==> src/rtl/pfc_pkg.sv <==
package pfc_pkg;

  typedef enum logic [1:0] {
    PFC_OK    = 2'd0,
    PFC_OPEN  = 2'd1,
    PFC_SHORT = 2'd2
  } pfc_code_e;

endpackage

==> src/rtl/pfc_time_lin.sv <==
// Converts a packed cycle/phase peak time into a linear phase count.
module pfc_time_lin #(
  parameter int CYC_W      = 7,
  parameter int PH_W       = 7,
  parameter int PH_PER_CYC = 96,
  parameter int LIN_W      = 14
) (
  input  logic [CYC_W+PH_W-1:0] packed_i,
  output logic [LIN_W-1:0]      lin_o
);

  logic [CYC_W-1:0] cyc;
  logic [PH_W-1:0]  ph;

  always_comb begin
    cyc   = packed_i[CYC_W+PH_W-1:PH_W];
    ph    = packed_i[PH_W-1:0];
    lin_o = LIN_W'(cyc) * LIN_W'(PH_PER_CYC) + LIN_W'(ph);
  end

endmodule

==> src/rtl/pfc_noise_gate.sv <==
// Passes only when both echoes clear the noise floor and the gain is non-negative.
module pfc_noise_gate #(
  parameter int AMP_W  = 16,
  parameter int GAIN_W = 16,
  parameter int NOISE  = 20
) (
  input  logic [AMP_W-1:0]  pos_amp_i,
  input  logic [AMP_W-1:0]  neg_amp_i,
  input  logic [GAIN_W-1:0] gain_i,
  output logic              pass_o
);

  localparam logic [AMP_W-1:0] NOISE_V = AMP_W'(NOISE);

  always_comb begin
    pass_o = (pos_amp_i > NOISE_V) && (neg_amp_i > NOISE_V) && !gain_i[GAIN_W-1];
  end

endmodule

==> src/rtl/pfc_order_window.sv <==
// Decides fault type from peak ordering and separation window.
module pfc_order_window
  import pfc_pkg::*;
#(
  parameter int LIN_W    = 14,
  parameter int MIN_SEP  = 96,
  parameter int SEP_SPAN = 89,
  parameter int JITTER   = 30,
  parameter int HYB_REF  = 0
) (
  input  logic [LIN_W-1:0] pos_lin_i,
  input  logic [LIN_W-1:0] neg_lin_i,
  input  logic             gate_i,
  output pfc_code_e        code_o
);

  localparam int DIFF_W = LIN_W + 2;
  localparam logic signed [DIFF_W-1:0] MIN_S = DIFF_W'(MIN_SEP);
  localparam logic signed [DIFF_W-1:0] MAX_S = DIFF_W'(MIN_SEP + SEP_SPAN);
  localparam logic signed [DIFF_W-1:0] JIT_S = DIFF_W'(JITTER);
  localparam logic signed [DIFF_W-1:0] HYB_S = DIFF_W'(HYB_REF);

  logic signed [DIFF_W-1:0] p_s, n_s, d_pn, d_np;
  logic win_pn, win_np, short_hit, open_hit;

  always_comb begin
    p_s  = signed'({2'b00, pos_lin_i});
    n_s  = signed'({2'b00, neg_lin_i});
    d_pn = p_s - n_s;
    d_np = n_s - p_s;

    win_pn = (d_pn >= MIN_S) && (d_pn < MAX_S);
    win_np = (d_np >= MIN_S) && (d_np < MAX_S);

    short_hit = (p_s > n_s) && win_pn && (HYB_S < p_s) && (HYB_S < n_s + JIT_S);
    open_hit  = (n_s > p_s) && win_np && (HYB_S < n_s) && (HYB_S < p_s + JIT_S);

    code_o = PFC_OK;
    if (gate_i) begin
      if (short_hit)     code_o = PFC_SHORT;
      else if (open_hit) code_o = PFC_OPEN;
    end
  end

endmodule

==> src/rtl/pair_fault_classifier.sv <==
// Two-stage pair fault classifier: linearize/gate, then order/window decision.
module pair_fault_classifier
  import pfc_pkg::*;
#(
  parameter int AMP_W      = 16,
  parameter int GAIN_W     = 16,
  parameter int CYC_W      = 7,
  parameter int PH_W       = 7,
  parameter int PH_PER_CYC = 96,
  parameter int MIN_SEP    = 96,
  parameter int SEP_SPAN   = 89,
  parameter int JITTER     = 30,
  parameter int NOISE      = 20,
  parameter int HYB_REF    = 0
) (
  input  logic                   clk,
  input  logic                   rst_n,
  input  logic                   start_i,
  input  logic [AMP_W-1:0]       pos_amp_i,
  input  logic [AMP_W-1:0]       neg_amp_i,
  input  logic [CYC_W+PH_W-1:0]  pos_time_i,
  input  logic [CYC_W+PH_W-1:0]  neg_time_i,
  input  logic [GAIN_W-1:0]      gain_idx_i,
  output logic [1:0]             result_o,
  output logic                   valid_o
);

  localparam int TIME_W  = CYC_W + PH_W;
  localparam int LIN_MAX = (2**CYC_W - 1) * PH_PER_CYC + (2**PH_W - 1);
  localparam int LIN_W   = $clog2(LIN_MAX + 1);

  // stage 1: linear times and gate
  logic [TIME_W-1:0] time_in [2];
  logic [LIN_W-1:0]  lin_d   [2];
  logic              gate_d;

  assign time_in[0] = pos_time_i;
  assign time_in[1] = neg_time_i;

  for (genvar g = 0; g < 2; g++) begin : g_lin
    pfc_time_lin #(
      .CYC_W(CYC_W), .PH_W(PH_W), .PH_PER_CYC(PH_PER_CYC), .LIN_W(LIN_W)
    ) i_lin (
      .packed_i(time_in[g]),
      .lin_o   (lin_d[g])
    );
  end

  pfc_noise_gate #(.AMP_W(AMP_W), .GAIN_W(GAIN_W), .NOISE(NOISE)) i_gate (
    .pos_amp_i(pos_amp_i),
    .neg_amp_i(neg_amp_i),
    .gain_i   (gain_idx_i),
    .pass_o   (gate_d)
  );

  logic [LIN_W-1:0] pos_lin_q, neg_lin_q, pos_lin_n, neg_lin_n;
  logic             gate_q, gate_n, vld1_q;

  always_comb begin
    pos_lin_n = pos_lin_q;
    neg_lin_n = neg_lin_q;
    gate_n    = gate_q;
    if (start_i) begin
      pos_lin_n = lin_d[0];
      neg_lin_n = lin_d[1];
      gate_n    = gate_d;
    end
  end

  always_ff @(posedge clk or negedge rst_n) begin
    if (!rst_n) begin
      pos_lin_q <= '0;
      neg_lin_q <= '0;
      gate_q    <= 1'b0;
      vld1_q    <= 1'b0;
    end else begin
      pos_lin_q <= pos_lin_n;
      neg_lin_q <= neg_lin_n;
      gate_q    <= gate_n;
      vld1_q    <= start_i;
    end
  end

  // stage 2: ordering and window decision
  pfc_code_e code_d;

  pfc_order_window #(
    .LIN_W(LIN_W), .MIN_SEP(MIN_SEP), .SEP_SPAN(SEP_SPAN),
    .JITTER(JITTER), .HYB_REF(HYB_REF)
  ) i_win (
    .pos_lin_i(pos_lin_q),
    .neg_lin_i(neg_lin_q),
    .gate_i   (gate_q),
    .code_o   (code_d)
  );

  logic [1:0] res_q, res_n;
  logic       vld2_q;

  always_comb begin
    res_n = res_q;
    if (vld1_q) res_n = code_d;
  end

  always_ff @(posedge clk or negedge rst_n) begin
    if (!rst_n) begin
      res_q  <= 2'd0;
      vld2_q <= 1'b0;
    end else begin
      res_q  <= res_n;
      vld2_q <= vld1_q;
    end
  end

  assign result_o = res_q;
  assign valid_o  = vld2_q;

  // assertions
  AST_VALID_LATENCY: assert property (@(posedge clk) disable iff (!rst_n)
    start_i |-> ##2 valid_o);
  AST_VALID_CAUSE: assert property (@(posedge clk) disable iff (!rst_n)
    valid_o |-> $past(start_i, 2));
  AST_RESULT_HOLD: assert property (@(posedge clk) disable iff (!rst_n)
    !valid_o |-> $stable(result_o));
  AST_CODE_LEGAL: assert property (@(posedge clk) disable iff (!rst_n)
    result_o != 2'd3);
  AST_GATE_FORCES_OK: assert property (@(posedge clk) disable iff (!rst_n)
    (vld1_q && !gate_q) |=> (result_o == PFC_OK));
  AST_OPEN_ORDER: assert property (@(posedge clk) disable iff (!rst_n)
    (vld1_q && code_d == PFC_OPEN) |-> (neg_lin_q > pos_lin_q));
  AST_SHORT_ORDER: assert property (@(posedge clk) disable iff (!rst_n)
    (vld1_q && code_d == PFC_SHORT) |-> (pos_lin_q > neg_lin_q));

endmodule

==> config.mk <==
export PLATFORM = sky130hd
export DESIGN_NAME = pair_fault_classifier
export DESIGN_NICKNAME = d
export VERILOG_FILES = /design/src/rtl/pfc_pkg.sv /design/src/rtl/pfc_time_lin.sv /design/src/rtl/pfc_noise_gate.sv /design/src/rtl/pfc_order_window.sv /design/src/rtl/pair_fault_classifier.sv
export SDC_FILE = /design/constraint.sdc
export NUM_CORES = 1
export LEC_CHECK = 0
export BUFFER_PORTS_ARGS = -buffer_cell sky130_fd_sc_hd__clkbuf_2
export CORE_MARGIN = 10
export CORE_UTILIZATION = 44
export CTS_BUF_LIST = sky130_fd_sc_hd__clkbuf_4 sky130_fd_sc_hd__clkbuf_8
export CTS_CLUSTER_SIZE = 28
export DETAILED_ROUTE_END_ITERATION = 7
export GPL_ROUTABILITY_DRIVEN = 0
export PLACE_DENSITY = 0.73
export SETUP_SLACK_MARGIN = 0.2
export SLEW_MARGIN = 20
export SYNTH_ARGS = -nofsm -noshare
export SYNTH_HDL_FRONTEND = slang
export SYNTH_SLANG_ARGS = --single-unit
==> constraint.sdc <==
create_clock -name clk -period 5 [get_ports clk]
set_clock_uncertainty 0.05 [all_clocks]
set_input_delay 0.5 -clock clk [delete_from_list [all_inputs] [get_ports clk]]
set_output_delay 0.5 -clock clk [all_outputs]
set_load 0.05 [all_outputs]
Yosys cells after proc, flatten, opt, wreduce, memory -nomap -nowiden
Index checks and enable logic that the tools add are counted.
{"block": "totals", "ff_bits": 33, "latch_bits": 0, "mem_bits_rw": 0, "romBits": 0, "inputBits": 79, "output_inout_bits": 3, "n_memories": 0}
{"block": "op_classes", "add_sub_neg": 6, "multipliers": 2, "n_div": 0, "n_lt_le_gt_ge": 12, "eq_ne": 0, "shift": 0, "mux": 3, "n_bitwise": 0, "reduce_logical": 11}
{"op": "16-bit by 8-bit >= comparator with 1-bit output (second input constant)", "n": 2}
{"op": "16-bit by 5-bit > comparator with 1-bit output (second input constant)", "n": 2}
{"op": "1-bit by 16-bit less-than comparator with 1-bit output (first input constant)", "n": 2}
{"op": "16-bit by 9-bit less-than comparator with 1-bit output (second input constant)", "n": 2}
{"op": "14-bit by 5-bit adder with 15-bit output (second input constant)", "n": 2}
{"op": "14-bit by 14-bit subtractor with 15-bit output", "n": 2}
{"op": "14-bit by 7-bit adder with 14-bit output", "n": 2}
{"op": "14-bit > comparator", "n": 2}
{"op": "1-bit by 14-bit less-than comparator with 1-bit output (first input constant)", "n": 2}
{"op": "7-bit by 2-bit multiplier with 9-bit output (second input constant)", "n": 2}
{"op": "1-bit logical AND", "n": 10}
{"op": "2-bit two-way mux", "n": 2}
{"op": "1-bit logical NOT", "n": 1}
{"op": "1-bit two-way mux", "n": 1}

Longest topological paths before layout
{"block": "logic_depth", "word_depth": 9, "ltp_mapped": 12, "ltp_nobuf": 12}

Modules after synthesis
A second synthesis with hierarchy kept.
{"block": "hier_totals", "cells_unflattened": 471, "area_unflattened_um2": 4369.2}
{"module": "pfc_order_window", "instances": 1, "cells_each": 253, "area_each_um2": 1846.8, "seq_area_each_um2": 0.0}
{"module": "pair_fault_classifier", "instances": 1, "cells_each": 67, "area_each_um2": 1239.9, "seq_area_each_um2": 825.8}
{"module": "pfc_time_lin", "instances": 2, "cells_each": 69, "area_each_um2": 598.1, "seq_area_each_um2": 0.0}
{"module": "pfc_noise_gate", "instances": 1, "cells_each": 13, "area_each_um2": 86.3, "seq_area_each_um2": 0.0}

Least setup slack after synthesis
Ideal clock, no wire load.
{"block": "synth_timing", "path_kind": "register -> register", "startpoint": "register pos_lin_q[0]", "endpoint": "register res_q[0] (netlist: result_o[0])", "setup_ps": 120, "t_arrival_ps": 2592, "t_required_ps": 4830, "slack_ps": 2238, "path_stages_with_launch": 13, "path_buffers": 0, "synth_period_minus_slack_ps": 2762, "path_cell_list": "dfrtp_1 -> inv_1 -> ha_1 -> inv_1 -> fa_1 -> nand3_1 -> and2_4 -> o221ai_2 -> a21o_1 -> a2111o_1 -> a2111oi_2 -> nand4_1 -> a41o_1"}
{"block": "synth_between", "elab_chain_len": 9}
{"element": "from (decl)", "line": "pair_fault_classifier.sv:56", "rtl": "logic [LIN_W-1:0] pos_lin_q, neg_lin_q, pos_lin_n, neg_lin_n;"}
{"element": "from (signal assigned)", "line": "pair_fault_classifier.sv:77", "rtl": "pos_lin_q <= pos_lin_n;"}
{"element": "14-bit by 14-bit subtractor with 15-bit output", "line": "pfc_order_window.sv:30", "rtl": "d_np = n_s - p_s;"}
{"element": "16-bit by 8-bit >= comparator with 1-bit output / 16-bit by 9-bit less-than comparator with 1-bit output (equally long branches)", "line": "pfc_order_window.sv:33", "rtl": "win_np = (d_np >= MIN_S) && (d_np < MAX_S);"}
{"element": "1-bit logical AND", "line": "pfc_order_window.sv:33"}
{"element": "1-bit logical AND (3 in a row)", "line": "pfc_order_window.sv:36", "rtl": "open_hit = (n_s > p_s) && win_np && (HYB_S < n_s) && (HYB_S < p_s + JIT_S);"}
{"element": "1-bit two-way mux", "line": "pfc_order_window.sv:41", "rtl": "else if (open_hit) code_o = PFC_OPEN;"}
{"element": "2-bit two-way mux *", "line": "pfc_order_window.sv:40", "rtl": "if (short_hit) code_o = PFC_SHORT;"}
{"element": "2-bit two-way mux *", "line": "pfc_order_window.sv:39", "rtl": "if (gate_i) begin"}
{"element": "to (signal assigned)", "line": "pair_fault_classifier.sv:110", "rtl": "res_q <= res_n;"}
{"element": "to (decl)", "line": "pair_fault_classifier.sv:97", "rtl": "logic [1:0] res_q, res_n;"}
Mark *: on every way between the ends. The rest lies on a longest branch, timed or not.
A chain may end at the register's enable or synchronous reset.

Worst setup path in the final report
{"block": "layout_timing", "startpoint": "register neg_lin_q[1]", "endpoint": "register res_q[0] (netlist: result_o[0])"}
{"block": "layout_between", "elab_chain_len": 9}
{"element": "from (decl)", "line": "pair_fault_classifier.sv:56"}
{"element": "from (signal assigned)", "line": "pair_fault_classifier.sv:78", "rtl": "neg_lin_q <= neg_lin_n;"}
{"element": "14-bit by 14-bit subtractor with 15-bit output", "line": "pfc_order_window.sv:30"}
{"element": "16-bit by 8-bit >= comparator with 1-bit output / 16-bit by 9-bit less-than comparator with 1-bit output (equally long branches)", "line": "pfc_order_window.sv:33"}
{"element": "1-bit logical AND", "line": "pfc_order_window.sv:33"}
{"element": "1-bit logical AND (3 in a row)", "line": "pfc_order_window.sv:36"}
{"element": "1-bit two-way mux", "line": "pfc_order_window.sv:41"}
{"element": "2-bit two-way mux *", "line": "pfc_order_window.sv:40"}
{"element": "2-bit two-way mux *", "line": "pfc_order_window.sv:39"}
Marked as above.

==> run metrics <==
transition time at the pin with the least slew margin=923 ps; RSZ-0062 raised after global routing=false; number of standard cells after synthesis=443; Die Outline Area=12500 sq um; number of antenna violations at the first check in global routing=0; Initial DRT Pass Iterations=5; clock tree from TritonCTS=built; via count of the routed design=3478; pin count of the biggest net entering global routing=55; CTS sink count=33; DP Cell Count=595; boundary pin count=82; final setup violation count=0; peak ir drop on the vdd network=0.162 mV; starting utilization of the core area=45.1%; fill cell count=759; syn_nets=576; minimum setup slack among reg-to-reg paths=1830 ps; Congestion Overflow GR=0; average wire per standard cell=15.8 um; total of buffers placed on input and output ports=66; # nets final=630; highest cell delay on the worst timing path=610 ps; sequential element share of the synthesized area=22.3%; Residual DRC=0; share of final-layout standard cells stronger than drive strength 1=16.3%; highest fanout seen on the critical path=4; count of different cell masters after synthesis=56; critical path cell sequence=inv_1 -> ha_1 -> nor2b_1 -> o31ai_1 -> a211oi_1 -> a2111oi_0 -> nor4_1 -> o22ai_1 -> nand4_1 -> a41o_1; residual antenna-violating net count after detailed routing=0; via/cell ratio=5.77; register clock-pin slew on the reported worst setup and hold paths=70 ps; critical path type=reg -> reg; Final Instance Count excl. Fillers=603; share of flip-flops with an asynchronous set or reset=100%; arrival time of the worst setup path=3310 ps; Hold Buf Count CTS=0; Worst setup SP type=register; minimum period implied by the final worst setup slack=3170 ps; endpoint required time on the critical path=5130 ps; Setup Fix Bufs, Post-CTS=0; Worst-Skew Late Latency=290 ps; synthesized area per cell=8.36 sq um; wire length of the first global-routing pass=16.0 mm; die height=112 um; Yosys warnings=0; Max transition margin=38.5%; maximum clock rate=315 MHz; Cell Rows=33; HPWL after detailed placement=7.83 mm; core region area=8220 sq um; power per cell area=359 nW/um^2; worst min-delay path class=in -> async; number of instances resized during post-cts repair=0; GRT Resource Usage Total=14.6%; H-tree levels=2; top_reg_cell synth=sky130_fd_sc_hd__dfrtp_1; endpoint type of the worst setup path=register; Max Cap Viol=0; share of the clock period used by the worst path=63.4%; total wire length=9.53 mm; Antenna Diode Count=0; post-synthesis cell area=3700 sq um; number of cells on the worst reg-to-reg path=10; slowest cell on the critical path=sky130_fd_sc_hd__a2111oi_0; status=finished, final reports clean; count of final max-slew check failures=0; Post-synth EDFFs=0; DR iter-0 viols=192; Chip Width=112 um; number of global-route vias before repair=3460; growth of design area from synthesis to finish=11.5%; maximum clock insertion buffer count=2; number of hold violations in the final report=0; final worst hold slack=247 ps; end of the worst register-to-register path=result_o[0]; register bit count reported by yosys=33; final core occ=50.2%; root buffer cell=sky130_fd_sc_hd__clkbuf_8; startpoint of the most critical register-to-register path=neg_lin_q[1]; leakage power=0.00196 uW; total negative slack=0 ps; CTS buffer count=5
==> state kept, by name (all words and copies together) (netlist names) <==
signal / count
pos_lin_q: 14
valid_o: 1
gate_q: 1
neg_lin_q: 14
result_o: 2
vld1_q: 1
==> per-stage QoR <==
step / instance area [sq um] / total power, uW / worst slack [ps]
3_5_place_dp: 4010 / 1200 / 1920
5_1_grt: 4130 / 1590 / 1610
4_1_cts: 4130 / 1470 / 1900
3_3_place_gp: 4010 / 1170 / 1950
6_report: 4130 / 1480 / 1830
2_1_floorplan: 3700 / 1060 / 2240
==> how the worst max path moves through the flow <==
stage | from | end | slack, ps | depth (start not counted)
after floorplan | pos_lin_q[0] | result_o[0] | 2240 | 12
after global placement | pos_lin_q[0] | result_o[0] | 1950 | 12
after detailed placement | pos_lin_q[0] | result_o[0] | 1920 | 12
after CTS | pos_lin_q[0] | result_o[0] | 1900 | 12
after global routing | pos_lin_q[0] | result_o[0] | 1610 | 12
final | neg_lin_q[1] | result_o[0] | 1830 | 10
==> cell usage after synthesis (all sizes together), types with 6 or more instances <==
cell type,count,area [sq um]
ha,48,601
inv,43,161
a21oi,36,191
o21ai,36,180
dfrtp,33,826
nand2,33,124
xnor2,29,254
nor2,24,90.1
nor4,14,87.6
xor2,13,114
buf,12,110
nor3,12,60.1
o21bai,11,82.6
a21o,10,75.1
nand4,10,62.6
o21a,7,52.6
clkbuf,6,32.5
fa,6,120
mux2i,6,60.1
nand2b,6,37.5
nand3,6,30.0
==> area by class of cell <==
cell class,count,area (sq um),area share [%]
clock inverters,3,46.3,1.12
flip-flops and latches,33,826,20.0
multi-input cells,347,2560,62.0
inverters,44,165,4.00
repair buffers,66,330,8.00
well taps,105,131,3.18
clock buffers,5,68.8,1.67
==> cells by family (layout without fill, tap and decap cells) <==
family / after synthesis / after routing / share of synthesized area, %
fa+ha+maj: 54 / 54 / 19.5
xor+xnor: 42 / 42 / 9.93
simple gates: 119 / 119 / 16.0
compound gates: 125 / 125 / 21.8
flops: 33 / 33 / 22.3
buf+inv: 63 / 118 / 8.58
mux: 7 / 7 / 1.93
==> routing by layer <==
metal | vias up | wire length, um | GRT usage [%]
met5 | - | 0 | 0
met4 | 0 | 201 | 4.37
met3 | 22 | 503 | 2.52
met2 | 128 | 4640 | 25.4
met1 | 1654 | 4180 | 17.8
li1 | 1674 | - | -
==> cells in the final DEF (no fill, tap or decap), types with 2 or more instances in the layout <==
| cell type | Yosys | layout |
|---|---|---|
| sky130_fd_sc_hd__clkbuf_2 | 0 | 66 |
| sky130_fd_sc_hd__ha_1 | 48 | 48 |
| sky130_fd_sc_hd__inv_1 | 43 | 43 |
| sky130_fd_sc_hd__o21ai_0 | 36 | 36 |
| sky130_fd_sc_hd__a21oi_1 | 35 | 35 |
| sky130_fd_sc_hd__nand2_1 | 33 | 33 |
| sky130_fd_sc_hd__dfrtp_1 | 33 | 33 |
| sky130_fd_sc_hd__xnor2_1 | 29 | 29 |
| sky130_fd_sc_hd__nor2_1 | 24 | 24 |
| sky130_fd_sc_hd__nor4_1 | 14 | 14 |
| sky130_fd_sc_hd__xor2_1 | 13 | 13 |
| sky130_fd_sc_hd__nor3_1 | 12 | 12 |
| sky130_fd_sc_hd__o21bai_1 | 11 | 11 |
| sky130_fd_sc_hd__nand4_1 | 10 | 10 |
| sky130_fd_sc_hd__a21o_1 | 10 | 10 |
| sky130_fd_sc_hd__o21a_1 | 7 | 7 |
| sky130_fd_sc_hd__nand3_1 | 6 | 6 |
| sky130_fd_sc_hd__nand2b_1 | 6 | 6 |
| sky130_fd_sc_hd__mux2i_1 | 6 | 6 |
| sky130_fd_sc_hd__fa_1 | 6 | 6 |
| sky130_fd_sc_hd__clkbuf_8 | 1 | 5 |
| sky130_fd_sc_hd__a31oi_1 | 4 | 4 |
| sky130_fd_sc_hd__nor2b_1 | 3 | 3 |
| sky130_fd_sc_hd__a211oi_1 | 3 | 3 |
| sky130_fd_sc_hd__and2_1 | 2 | 2 |
| sky130_fd_sc_hd__or3_1 | 2 | 2 |
| sky130_fd_sc_hd__o22ai_1 | 2 | 2 |
| sky130_fd_sc_hd__nor3b_1 | 2 | 2 |
| sky130_fd_sc_hd__a41oi_1 | 2 | 2 |
==> critical path, delay by kind of cell (launching register included) <==
kind / cells / cell delay [ps]
DFF: 1 / 440
buffers and inverters: 1 / 140
and+or+nand+nor: 3 / 510
AOI/OAI and AO/OA: 5 / 1560
adders and majority gates: 1 / 360
==> where the power goes <==
part           total [uW]  switching [uW]  internal [uW]  leakage (uW)
registers             349            42.2            306      0.000396
clock network         257             108            149     0.0000543
logic                 878             516            362       0.00151
No activity file was read; power rests on OpenSTA's default activity.
